$ cat config.mk
export PLATFORM = sky130hd
export DESIGN_NAME = spec_load_table
export DESIGN_NICKNAME = d
export VERILOG_FILES = /design/src/rtl/specld_pkg.sv /design/src/rtl/specld_entry.sv /design/src/rtl/specld_set.sv /design/src/rtl/spec_load_table.sv
export SDC_FILE = /design/constraint.sdc
export NUM_CORES = 2
export LEC_CHECK = 0
export CAP_MARGIN = 20
export CORE_UTILIZATION = 57
export DETAILED_ROUTE_END_ITERATION = 6
export PLACE_DENSITY_LB_ADDON = 0.05
export SYNTH_ARGS = -nofsm -noshare
export SYNTH_HDL_FRONTEND = slang
export SYNTH_SLANG_ARGS = --single-unit
$ cat constraint.sdc
create_clock -name clk -period 2.3 [get_ports clk]
set_input_delay 0.345 -clock clk [delete_from_list [all_inputs] [get_ports clk]]
set_output_delay 0.345 -clock clk [all_outputs]
set_load 0.01 [all_outputs]
$ cat src/rtl/specld_pkg.sv
// Shared helpers for the speculative load address tracker.
// Assumes accesses are naturally aligned inside one 8-byte granule.
package specld_pkg;

    localparam int GRAN_BYTES = 8;
    localparam int OFF_W      = 3;

    // Byte lanes touched by an access of 2**size bytes at the given offset.
    function automatic logic [GRAN_BYTES-1:0] lane_mask(input logic [OFF_W-1:0] off,
                                                        input logic [1:0] size);
        logic [GRAN_BYTES-1:0] base;
        case (size)
            2'd0:    base = 8'h01;
            2'd1:    base = 8'h03;
            2'd2:    base = 8'h0F;
            default: base = 8'hFF;
        endcase
        return base << off;
    endfunction

endpackage

$ cat src/rtl/specld_entry.sv
// One record of the tracker: valid flag, upper register bits, granule
// address and byte lanes. Resolves flush > write > (store hit | clear).
// Assumes the store comparison uses the contents held before this edge.
module specld_entry
    import specld_pkg::*;
#(
    parameter int HI_W   = 3,
    parameter int GRAN_W = 29
) (
    input  logic                  clk,
    input  logic                  rst_n,
    input  logic                  flush_i,
    input  logic                  wr_en_i,
    input  logic                  wr_live_i,
    input  logic [HI_W-1:0]       wr_hi_i,
    input  logic [GRAN_W-1:0]     wr_gran_i,
    input  logic [GRAN_BYTES-1:0] wr_mask_i,
    input  logic                  st_valid_i,
    input  logic [GRAN_W-1:0]     st_gran_i,
    input  logic [GRAN_BYTES-1:0] st_mask_i,
    input  logic                  clr_i,
    output logic                  valid_o,
    output logic [HI_W-1:0]       hi_o
);

    logic                  valid_q;
    logic [HI_W-1:0]       hi_q;
    logic [GRAN_W-1:0]     gran_q;
    logic [GRAN_BYTES-1:0] mask_q;
    logic                  st_hit;

    // Store aliases this record when granules match and lanes intersect.
    always_comb begin
        st_hit = st_valid_i && (st_gran_i == gran_q) && ((st_mask_i & mask_q) != '0);
    end

    // Record update with flush first, then new allocation, then removal.
    always_ff @(posedge clk) begin
        if (!rst_n) begin
            valid_q <= 1'b0;
            hi_q    <= '0;
            gran_q  <= '0;
            mask_q  <= '0;
        end else if (flush_i) begin
            valid_q <= 1'b0;
        end else if (wr_en_i) begin
            valid_q <= wr_live_i;
            hi_q    <= wr_hi_i;
            gran_q  <= wr_gran_i;
            mask_q  <= wr_mask_i;
        end else if (st_hit || clr_i) begin
            valid_q <= 1'b0;
        end
    end

    assign valid_o = valid_q;
    assign hi_o    = hi_q;

endmodule

$ cat src/rtl/specld_set.sv
// One set of the tracker. Picks the way for an allocation (same register,
// else lowest free way, else the least recently allocated way) and answers
// check lookups from the state held before the edge.
// Assumes at most one allocation and one check per cycle.
module specld_set
    import specld_pkg::*;
#(
    parameter int WAYS   = 2,
    parameter int HI_W   = 3,
    parameter int GRAN_W = 29
) (
    input  logic                  clk,
    input  logic                  rst_n,
    input  logic                  flush_i,
    input  logic                  alloc_en_i,
    input  logic                  alloc_live_i,
    input  logic [HI_W-1:0]       alloc_hi_i,
    input  logic [GRAN_W-1:0]     alloc_gran_i,
    input  logic [GRAN_BYTES-1:0] alloc_mask_i,
    input  logic                  st_valid_i,
    input  logic [GRAN_W-1:0]     st_gran_i,
    input  logic [GRAN_BYTES-1:0] st_mask_i,
    input  logic                  chk_en_i,
    input  logic [HI_W-1:0]       chk_hi_i,
    input  logic                  chk_clear_i,
    output logic                  chk_hit_o,
    output logic [WAYS-1:0]       valid_o
);

    localparam int WAY_W = (WAYS > 1) ? $clog2(WAYS) : 1;

    logic [WAYS-1:0]       way_valid;
    logic [HI_W-1:0]       way_hi [WAYS];
    logic [WAYS-1:0]       alloc_match;
    logic [WAYS-1:0]       chk_match;
    logic [WAY_W-1:0]      victim_q;
    logic [WAY_W-1:0]      sel;

    // Tag comparison of every way for allocation and for check.
    always_comb begin
        for (int w = 0; w < WAYS; w++) begin
            alloc_match[w] = way_valid[w] && (way_hi[w] == alloc_hi_i);
            chk_match[w]   = way_valid[w] && (way_hi[w] == chk_hi_i);
        end
    end

    // Way choice: existing record, then first free way, then victim pointer.
    always_comb begin
        logic found;
        sel   = victim_q;
        found = 1'b0;
        for (int w = 0; w < WAYS; w++) begin
            if (!found && alloc_match[w]) begin
                sel   = WAY_W'(w);
                found = 1'b1;
            end
        end
        for (int w = 0; w < WAYS; w++) begin
            if (!found && !way_valid[w]) begin
                sel   = WAY_W'(w);
                found = 1'b1;
            end
        end
    end

    // Victim pointer moves past the way just allocated.
    always_ff @(posedge clk) begin
        if (!rst_n || flush_i) begin
            victim_q <= '0;
        end else if (alloc_en_i) begin
            victim_q <= (sel == WAY_W'(WAYS - 1)) ? '0 : sel + WAY_W'(1);
        end
    end

    for (genvar w = 0; w < WAYS; w++) begin : g_way
        specld_entry #(
            .HI_W  (HI_W),
            .GRAN_W(GRAN_W)
        ) i_entry (
            .clk       (clk),
            .rst_n     (rst_n),
            .flush_i   (flush_i),
            .wr_en_i   (alloc_en_i && (sel == WAY_W'(w))),
            .wr_live_i (alloc_live_i),
            .wr_hi_i   (alloc_hi_i),
            .wr_gran_i (alloc_gran_i),
            .wr_mask_i (alloc_mask_i),
            .st_valid_i(st_valid_i),
            .st_gran_i (st_gran_i),
            .st_mask_i (st_mask_i),
            .clr_i     (chk_en_i && chk_clear_i && chk_match[w]),
            .valid_o   (way_valid[w]),
            .hi_o      (way_hi[w])
        );
    end

    assign chk_hit_o = chk_en_i && (chk_match != '0);
    assign valid_o   = way_valid;

endmodule

$ cat src/rtl/spec_load_table.sv
// Speculative load address tracker, top level. Splits register numbers into
// set index and upper bits, splits addresses into granule and byte lanes,
// fans requests out to the sets and registers the check answer.
// Assumes naturally aligned accesses of 1, 2, 4 or 8 bytes.
module spec_load_table
    import specld_pkg::*;
#(
    parameter int ADDR_W = 32,
    parameter int REG_W  = 7,
    parameter int SET_W  = 4,
    parameter int WAYS   = 2
) (
    input  logic              clk,
    input  logic              rst_n,
    input  logic              flush_i,
    input  logic              alloc_valid_i,
    input  logic [REG_W-1:0]  alloc_reg_i,
    input  logic [ADDR_W-1:0] alloc_addr_i,
    input  logic [1:0]        alloc_size_i,
    input  logic              st_valid_i,
    input  logic [ADDR_W-1:0] st_addr_i,
    input  logic [1:0]        st_size_i,
    input  logic              chk_valid_i,
    input  logic [REG_W-1:0]  chk_reg_i,
    input  logic              chk_clear_i,
    output logic              chk_done_o,
    output logic              chk_hit_o
);

    localparam int NUM_SETS = 2 ** SET_W;
    localparam int HI_W     = REG_W - SET_W;
    localparam int GRAN_W   = ADDR_W - OFF_W;
    localparam int ENTRIES  = NUM_SETS * WAYS;

    logic [SET_W-1:0]      alloc_idx;
    logic [HI_W-1:0]       alloc_hi;
    logic [GRAN_W-1:0]     alloc_gran;
    logic [GRAN_BYTES-1:0] alloc_mask;
    logic                  alloc_live;
    logic [SET_W-1:0]      chk_idx;
    logic [HI_W-1:0]       chk_hi;
    logic [GRAN_W-1:0]     st_gran;
    logic [GRAN_BYTES-1:0] st_mask;
    logic [NUM_SETS-1:0]   set_hit;
    logic [ENTRIES-1:0]    valid_flat;
    logic                  chk_done_q;
    logic                  chk_hit_q;

    // Field split of the request ports.
    always_comb begin
        alloc_idx  = alloc_reg_i[SET_W-1:0];
        alloc_hi   = alloc_reg_i[REG_W-1:SET_W];
        alloc_gran = alloc_addr_i[ADDR_W-1:OFF_W];
        alloc_mask = lane_mask(alloc_addr_i[OFF_W-1:0], alloc_size_i);
        chk_idx    = chk_reg_i[SET_W-1:0];
        chk_hi     = chk_reg_i[REG_W-1:SET_W];
        st_gran    = st_addr_i[ADDR_W-1:OFF_W];
        st_mask    = lane_mask(st_addr_i[OFF_W-1:0], st_size_i);
    end

    // A same-cycle overlapping store kills the record being written.
    always_comb begin
        alloc_live = !(st_valid_i && (st_gran == alloc_gran) && ((st_mask & alloc_mask) != '0));
    end

    for (genvar s = 0; s < NUM_SETS; s++) begin : g_set
        specld_set #(
            .WAYS  (WAYS),
            .HI_W  (HI_W),
            .GRAN_W(GRAN_W)
        ) i_set (
            .clk         (clk),
            .rst_n       (rst_n),
            .flush_i     (flush_i),
            .alloc_en_i  (alloc_valid_i && (alloc_idx == SET_W'(s))),
            .alloc_live_i(alloc_live),
            .alloc_hi_i  (alloc_hi),
            .alloc_gran_i(alloc_gran),
            .alloc_mask_i(alloc_mask),
            .st_valid_i  (st_valid_i),
            .st_gran_i   (st_gran),
            .st_mask_i   (st_mask),
            .chk_en_i    (chk_valid_i && (chk_idx == SET_W'(s))),
            .chk_hi_i    (chk_hi),
            .chk_clear_i (chk_clear_i),
            .chk_hit_o   (set_hit[s]),
            .valid_o     (valid_flat[s*WAYS +: WAYS])
        );
    end

    // Check answer is registered one cycle after the query.
    always_ff @(posedge clk) begin
        if (!rst_n) begin
            chk_done_q <= 1'b0;
            chk_hit_q  <= 1'b0;
        end else begin
            chk_done_q <= chk_valid_i;
            chk_hit_q  <= set_hit != '0;
        end
    end

    assign chk_done_o = chk_done_q;
    assign chk_hit_o  = chk_hit_q;

endmodule

# Word level (Yosys, flattened, before mapping)
# Cells that the tools add are included.
[totals]
n_memories = 0
ram_bits = 0
mem_bits_ro = 0
latchBits = 0
reg_bits = 1330
[op_classes]
add_sub_neg = 16
div = 0
muxes = 194
bitwise_logic = 51
order_cmp = 0
multipliers = 0
eq_ne = 131
shift = 2
n_reduce_logical = 540
[ops]
columns = ["op", "n"]
rows = [
  ["29-bit equality test", 33],
  ["1-bit logical AND", 306],
  ["8-bit AND", 33],
  ["8-bit nonzero test", 33],
  ["3-bit equality test", 64],
  ["1-bit 2-to-1 mux", 192],
  ["2-bit nonzero test", 48],
  ["1-bit zero test", 82],
  ["4-bit equality test, second input constant", 16],
  ["2-bit AND reduction", 32],
  ["8-bit one-hot mux with 3 select lines", 2],
  ["1-bit logical OR", 33],
  ["4-bit by 3-bit equality test with 1-bit output, second input constant", 8],
  ["1-bit inverter", 18],
  ["1-bit adder, second input constant", 16],
  ["4-bit by 2-bit equality test with 1-bit output, second input constant", 4],
  ["16-bit nonzero test", 1],
  ["8-bit by 3-bit << shifter with 8-bit output", 2],
  ["4-bit by 1-bit equality test with 1-bit output, second input constant", 2],
  ["4-bit zero test", 2],
  ["2-bit by 1-bit equality test with 1-bit output, second input constant", 2],
  ["2-bit equality test, second input constant", 2],
  ["2-bit zero test", 2],
  ["2-bit OR reduction", 1],
]

# Logic depth before layout (Yosys ltp)
[logic_depth]
word_depth = 15
mapped_depth = 10
mapped_depth_nobuf = 6

# Hierarchy
# Synthesis repeated with hierarchy kept, for this count alone.
[hier_totals]
hier_cells = 7828
hier_area_um2 = 61855.6
[modules_own_cells]
columns = ["mod", "cells_per_inst", "seq_area_each_um2", "instances", "area_per_inst_um2"]
rows = [
  ["specld_entry", 225, 820.8, 32, 1790.5],
  ["specld_set", 29, 20.0, 16, 220.2],
  ["spec_load_table", 164, 40.0, 1, 1037.2],
]

# Worst setup path before layout
# No wires, ideal clock.
[synth_timing]
path_type = "input port to flip-flop"
start = "in st_addr_i[20]"
end = "reg g_set[9].i_set.g_way[0].i_entry.valid_q"
stages = 8
required_ns = 2.178
t_arrival_ns = 2.066
path_buffers = 3
slack_ns = 0.112
path_cell_list = "clkbuf_1 > buf_2 > buf_2 > xnor2_1 > nand4_1 > or4_1 > a31oi_1 > o22ai_1"
[synth_between]
elab_chain_len = 5
word_cells_on_any_way = 10
cone_classes = "eq/ne: 2; mux: 1; reduce/logical: 7"
[synth_rtl]
columns = ["element", "line", "rtl"]
rows = [
  ["from (decl)", "spec_load_table.sv:21", "input logic [ADDR_W-1:0] st_addr_i,"],
  ["29-bit equality test (on tied branches)", "spec_load_table.sv:63, specld_entry.sv:34", ""],
  ["1-bit logical AND (on tied branches) (2 in a row)", "spec_load_table.sv:63, specld_entry.sv:34", ""],
  ["1-bit zero test / 1-bit logical OR (equally long branches)", "spec_load_table.sv:63, specld_entry.sv:51", ""],
  ["1-bit 2-to-1 mux / 2-bit nonzero test (equally long branches)", "--", ""],
  ["to (signal assigned)", "specld_entry.sv:47", "valid_q <= wr_live_i;"],
  ["to (decl)", "specld_entry.sv:26", "logic valid_q;"],
]
# Parallel ways exist; a longest one is shown, timed or not.
# A chain may end at the register's enable or synchronous reset.

# Worst setup path after layout
[layout_timing]
start = "reg g_set[6].i_set.g_way[1].i_entry.gran_q[25]"
end = "reg g_set[6].i_set.g_way[1].i_entry.valid_q"
[layout_between]
elab_chain_len = 5
[layout_rtl]
columns = ["element", "line", "rtl"]
rows = [
  ["from (decl)", "specld_entry.sv:28", "logic [GRAN_W-1:0] gran_q;"],
  ["from (signal assigned)", "specld_entry.sv:49", "gran_q <= wr_gran_i;"],
  ["29-bit equality test", "specld_entry.sv:34", "st_hit = st_valid_i && (st_gran_i == gran_q) && ((st_mask_i & mask_q) != '0);"],
  ["1-bit logical AND (2 in a row)", "specld_entry.sv:34", ""],
  ["1-bit logical OR", "specld_entry.sv:51", "end else if (st_hit || clr_i) begin"],
  ["2-bit nonzero test (no line)", "--", ""],
  ["to (signal assigned)", "specld_entry.sv:47", ""],
  ["to (decl)", "specld_entry.sv:26", ""],
]
# No other way between the ends.

==> results.sh <==
export IMPL_vias_per_cell=5.77
export IMPL_cts_root_buf="clkbuf_16"
export IMPL_critical_path_depth=6
export IMPL_ys_top_cells_by_area="dfxtp_1 (40%), mux2i_1 (19%), nor2b_1 (12%)"
export IMPL_power_per_cell_area_nw_per_um2=659
export IMPL_worst_r2r_endpoint="g_set[6].i_set.g_way[1].i_entry.valid_o"
export IMPL_wirelength_mm=223
export IMPL_crit_start="g_set[6].i_set.g_way[1].i_entry.gran_q[25]"
export IMPL_ir_drop_mv=0.784
export IMPL_slew_headroom_pct=13.5
export IMPL_p_leak_nw=27.3
export IMPL_placeableCoreArea_um2=116000
export IMPL_crit_path_end_kind="flip-flop"
export IMPL_drive_gt1_share_pct=16.5
export IMPL_cts_buffer_depth=3
export IMPL_seq_power_share_pct=44.0
export IMPL_netlist_top_cells_count="dfxtp_1 (1,330), nor2b_1 (1,257), mux2i_1 (1,250)"
export IMPL_synth_top_area_share_pct=39.8
export IMPL_grt_pass1_wl_mm=326
export IMPL_cts_htree_levels=4
export IMPL_finalMaxSlewViolations=0
export IMPL_yosysSeqAreaShare_pct=39.8
export IMPL_io_pins=91
export IMPL_async_flop_share_pct=0
export IMPL_grt_use_total_pct=37.0
export IMPL_crit_buf_inv=0
export IMPL_drc=3
export IMPL_syn_area_um2=66900
export IMPL_placementRows=125
export IMPL_synthFlopType="dfxtp_1"
export IMPL_die_w_um=345
export IMPL_min_period_ns=2.28
export IMPL_grt_max_degree=294
export IMPL_place_hpwl_mm=142
export IMPL_postRouteAntennaNets=0
export IMPL_worst_pin_slew_ns=1.30
export IMPL_r2r_start="g_set[6].i_set.g_way[1].i_entry.gran_q[25]"
export IMPL_fin_crit_sh_pct=99.3
export IMPL_drtIter0Drc=4393
export IMPL_fill_cells=9204
export IMPL_synthToLayoutAreaGrowth_pct=19.5
export IMPL_port_buffers=90
export IMPL_hold_path_class="primary input to flip-flop"
export IMPL_nets=7162
export IMPL_crit_family="simple AND/OR/NAND/NOR gates"
export IMPL_internal_power_mw=39.5
export IMPL_crit_path_max_fanout=2
export IMPL_power_mw=52.7
export IMPL_worstPathCellList="xor2_1 -> nor4_1 -> nand4_1 -> or4_1 -> a41oi_1 -> o22ai_1"
export IMPL_whs_ns=0.108
export IMPL_critical_path_required_ns=2.94
export IMPL_place_congestion=0.910
export IMPL_synth_seq_cells=1330
export IMPL_status="finished with violations"
export IMPL_synth_edf_count=0
export IMPL_violations="DRC"
export IMPL_hold_buffers=0
export IMPL_regArea_um2=26600
export IMPL_wire_per_inst_um=25.6
export IMPL_yosysWarnings=0
export IMPL_first_pass_iters=7
export IMPL_postSynthAreaPerCell_um2=10.1
export IMPL_design_die_area_um2=119000
export IMPL_fin_worst_skew_ns=0.0283
export IMPL_grt_pass1_vias=49400
export IMPL_cp_start_kind="flip-flop"
export IMPL_cp_data_arrival_time_ns=2.92
export IMPL_antenna_found_initial=5
export IMPL_multiInputGateArea_um2=37400
export IMPL_path_clk_slew_ns=0.06
export IMPL_yosysMostFrequentCell="dfxtp_1"
export IMPL_dieHeight_um=345
export IMPL_hold_violations=0
export IMPL_critPathKind="flip-flop to flip-flop"
export IMPL_clock_latency_ns=0.78
export IMPL_synth_net_count=6738
export IMPL_grt_overflow=0
export IMPL_yosysUniqueCellTypes=66
export IMPL_setup_violations=0
export IMPL_r2r_slack_ns=0.02
export IMPL_post_layout_nonfiller_instances=8708
export IMPL_cts_setup_buffers=0
export IMPL_cts_inserted_buffers=145
export IMPL_p_sw_mw=13.2
export IMPL_cts_tree="yes"
export IMPL_start_util_pct=57.5
export IMPL_synth_cells=6649
export IMPL_dpl_cell_count=8450
export IMPL_cap_violations=0
export IMPL_finalSetupTns_ns=0
export IMPL_power_share_switching_pct=25.0
export IMPL_dr_total_vias=50200
export IMPL_pwr_share_clk_pct=45.8
export IMPL_slowest_delay_ns=0.63
export IMPL_yosysTopAreaCell="dfxtp_1"
export IMPL_crit_path_top_delay_cell="or4_1"
export IMPL_r2r_cells=6
export IMPL_p_comb_share_pct=10.1
export IMPL_cp_endpoint="g_set[6].i_set.g_way[1].i_entry.valid_o"
export IMPL_max_freq_mhz=438
export IMPL_cts_sinks=1330
==> cell usage in the layout, fill, tap and decap left out, types with 10 or more instances in the layout <==
cell type,instances
o211a_1,33
o21ai_0,34
buf_4,629
mux2i_1,1250
nand2b_1,12
a22oi_1,54
clkinv_2,20
inv_1,30
dfxtp_1,1330
nor3_1,14
nor2_1,47
clkdlybuf4s50_1,23
a41oi_1,10
clkbuf_8,31
buf_2,63
a211oi_1,10
nor4_1,151
buf_12,186
clkbuf_1,31
nand4_1,183
nand2_1,128
a21oi_1,35
and3_1,10
or4_1,19
nor2b_1,1255
xnor2_1,553
nor3_4,16
bufinv_16,10
clkbuf_16,154
a222oi_1,33
xor2_1,592
nand3_1,44
o22ai_1,20
a32oi_2,13
==> timing repair <==
item / 4_1_cts / 5_1_grt
gates resized for setup: 5 / 15
pin swaps: 0 / 3
endpoints found under the setup margin: 4 / 11
==> cells by family (layout without fill, tap and decap cells) <==
kind of cell    after synthesis  in the layout  synth area share, %
buf+inv                     656           1190                 4.98
mux                        1250           1250                 18.7
xor+xnor                   1145           1145                 15.0
flops                      1330           1330                 39.8
simple gates               1930           1930                 17.5
other cells                   0              1                    0
compound gates              338            338                 4.06
==> final cells by class <==
type                    instances  area share, %
multi-input cells            4663           46.8
flip-flops and latches       1330           33.3
repair buffers                903           11.3
clock buffers                 216           5.50
well taps                    1524           2.38
clock inverters                41          0.620
inverters                      30          0.141
diodes                          1        0.00313
==> sequential cells by signal, indices dropped and copies added, names as in the netlist <==
register                           cells
g_set.i_set.g_way.i_entry.gran_q     928
g_set.i_set.g_way.i_entry.mask_q     256
g_set.i_set.g_way.i_entry.hi_o        96
g_set.i_set.g_way.i_entry.valid_o     32
g_set.i_set.victim_q                  16
chk_done_o                             1
chk_hit_o                              1
==> stage by stage <==
stage                     utilization [%]  worst slack (ns)  cell area [um^2]
after floorplan                         -             0.112             66900
after global placement               64.4            -0.655             74900
after detailed placement             64.4            -0.657             74900
after CTS                            68.6            0.0290             79900
after global routing                 68.7           -0.0259             80000
final                                68.7            0.0170             80000
==> routing by layer <==
layer	vias up	global-route usage (%)	routed length, um
met5	-	0	7
li1	23300	-	-
met2	1706	60.1	102000
met1	24800	48.9	96300
met4	2	14.9	9270
met3	461	5.91	15000
==> power by group through the flow <==
stage / Sequential, mW / Combinational, mW / Clock [mW]
floorplan: 23.7 / 2.69 / 0
global placement: 23.7 / 5.20 / 0
detailed placement: 23.7 / 5.21 / 0
CTS: 23.2 / 5.24 / 24.4
global route: 23.2 / 5.46 / 25.3
finish: 23.2 / 5.34 / 24.1
==> worst reg2reg max path: stages, from the launching register on <==
cell     delay, ns
dfxtp_1       0.33
xor2_1        0.16
nor4_1        0.35
nand4_1       0.17
or4_1         0.63
a41oi_1       0.42
o22ai_1       0.11
==> worst min path at each step <==
| stage | startpoint | end | slack [ns] | cells after the start |
|---|---|---|---|---|
| 2_1_floorplan | g_set[15].i_set.victim_q | g_set[15].i_set.victim_q | 0.42 | 2 |
| 3_3_place_gp | g_set[10].i_set.victim_q | g_set[10].i_set.victim_q | 0.43 | 2 |
| 3_5_place_dp | g_set[10].i_set.victim_q | g_set[10].i_set.victim_q | 0.43 | 2 |
| 4_1_cts | alloc_reg_i[5] | g_set[2].i_set.g_way[0].i_entry.hi_o[1] | 0.07 | 4 |
| 5_1_grt | alloc_reg_i[5] | g_set[2].i_set.g_way[0].i_entry.hi_o[1] | 0.10 | 4 |
| 6_report | alloc_reg_i[5] | g_set[2].i_set.g_way[0].i_entry.hi_o[1] | 0.11 | 4 |
(Power assumes the default switching activity.)
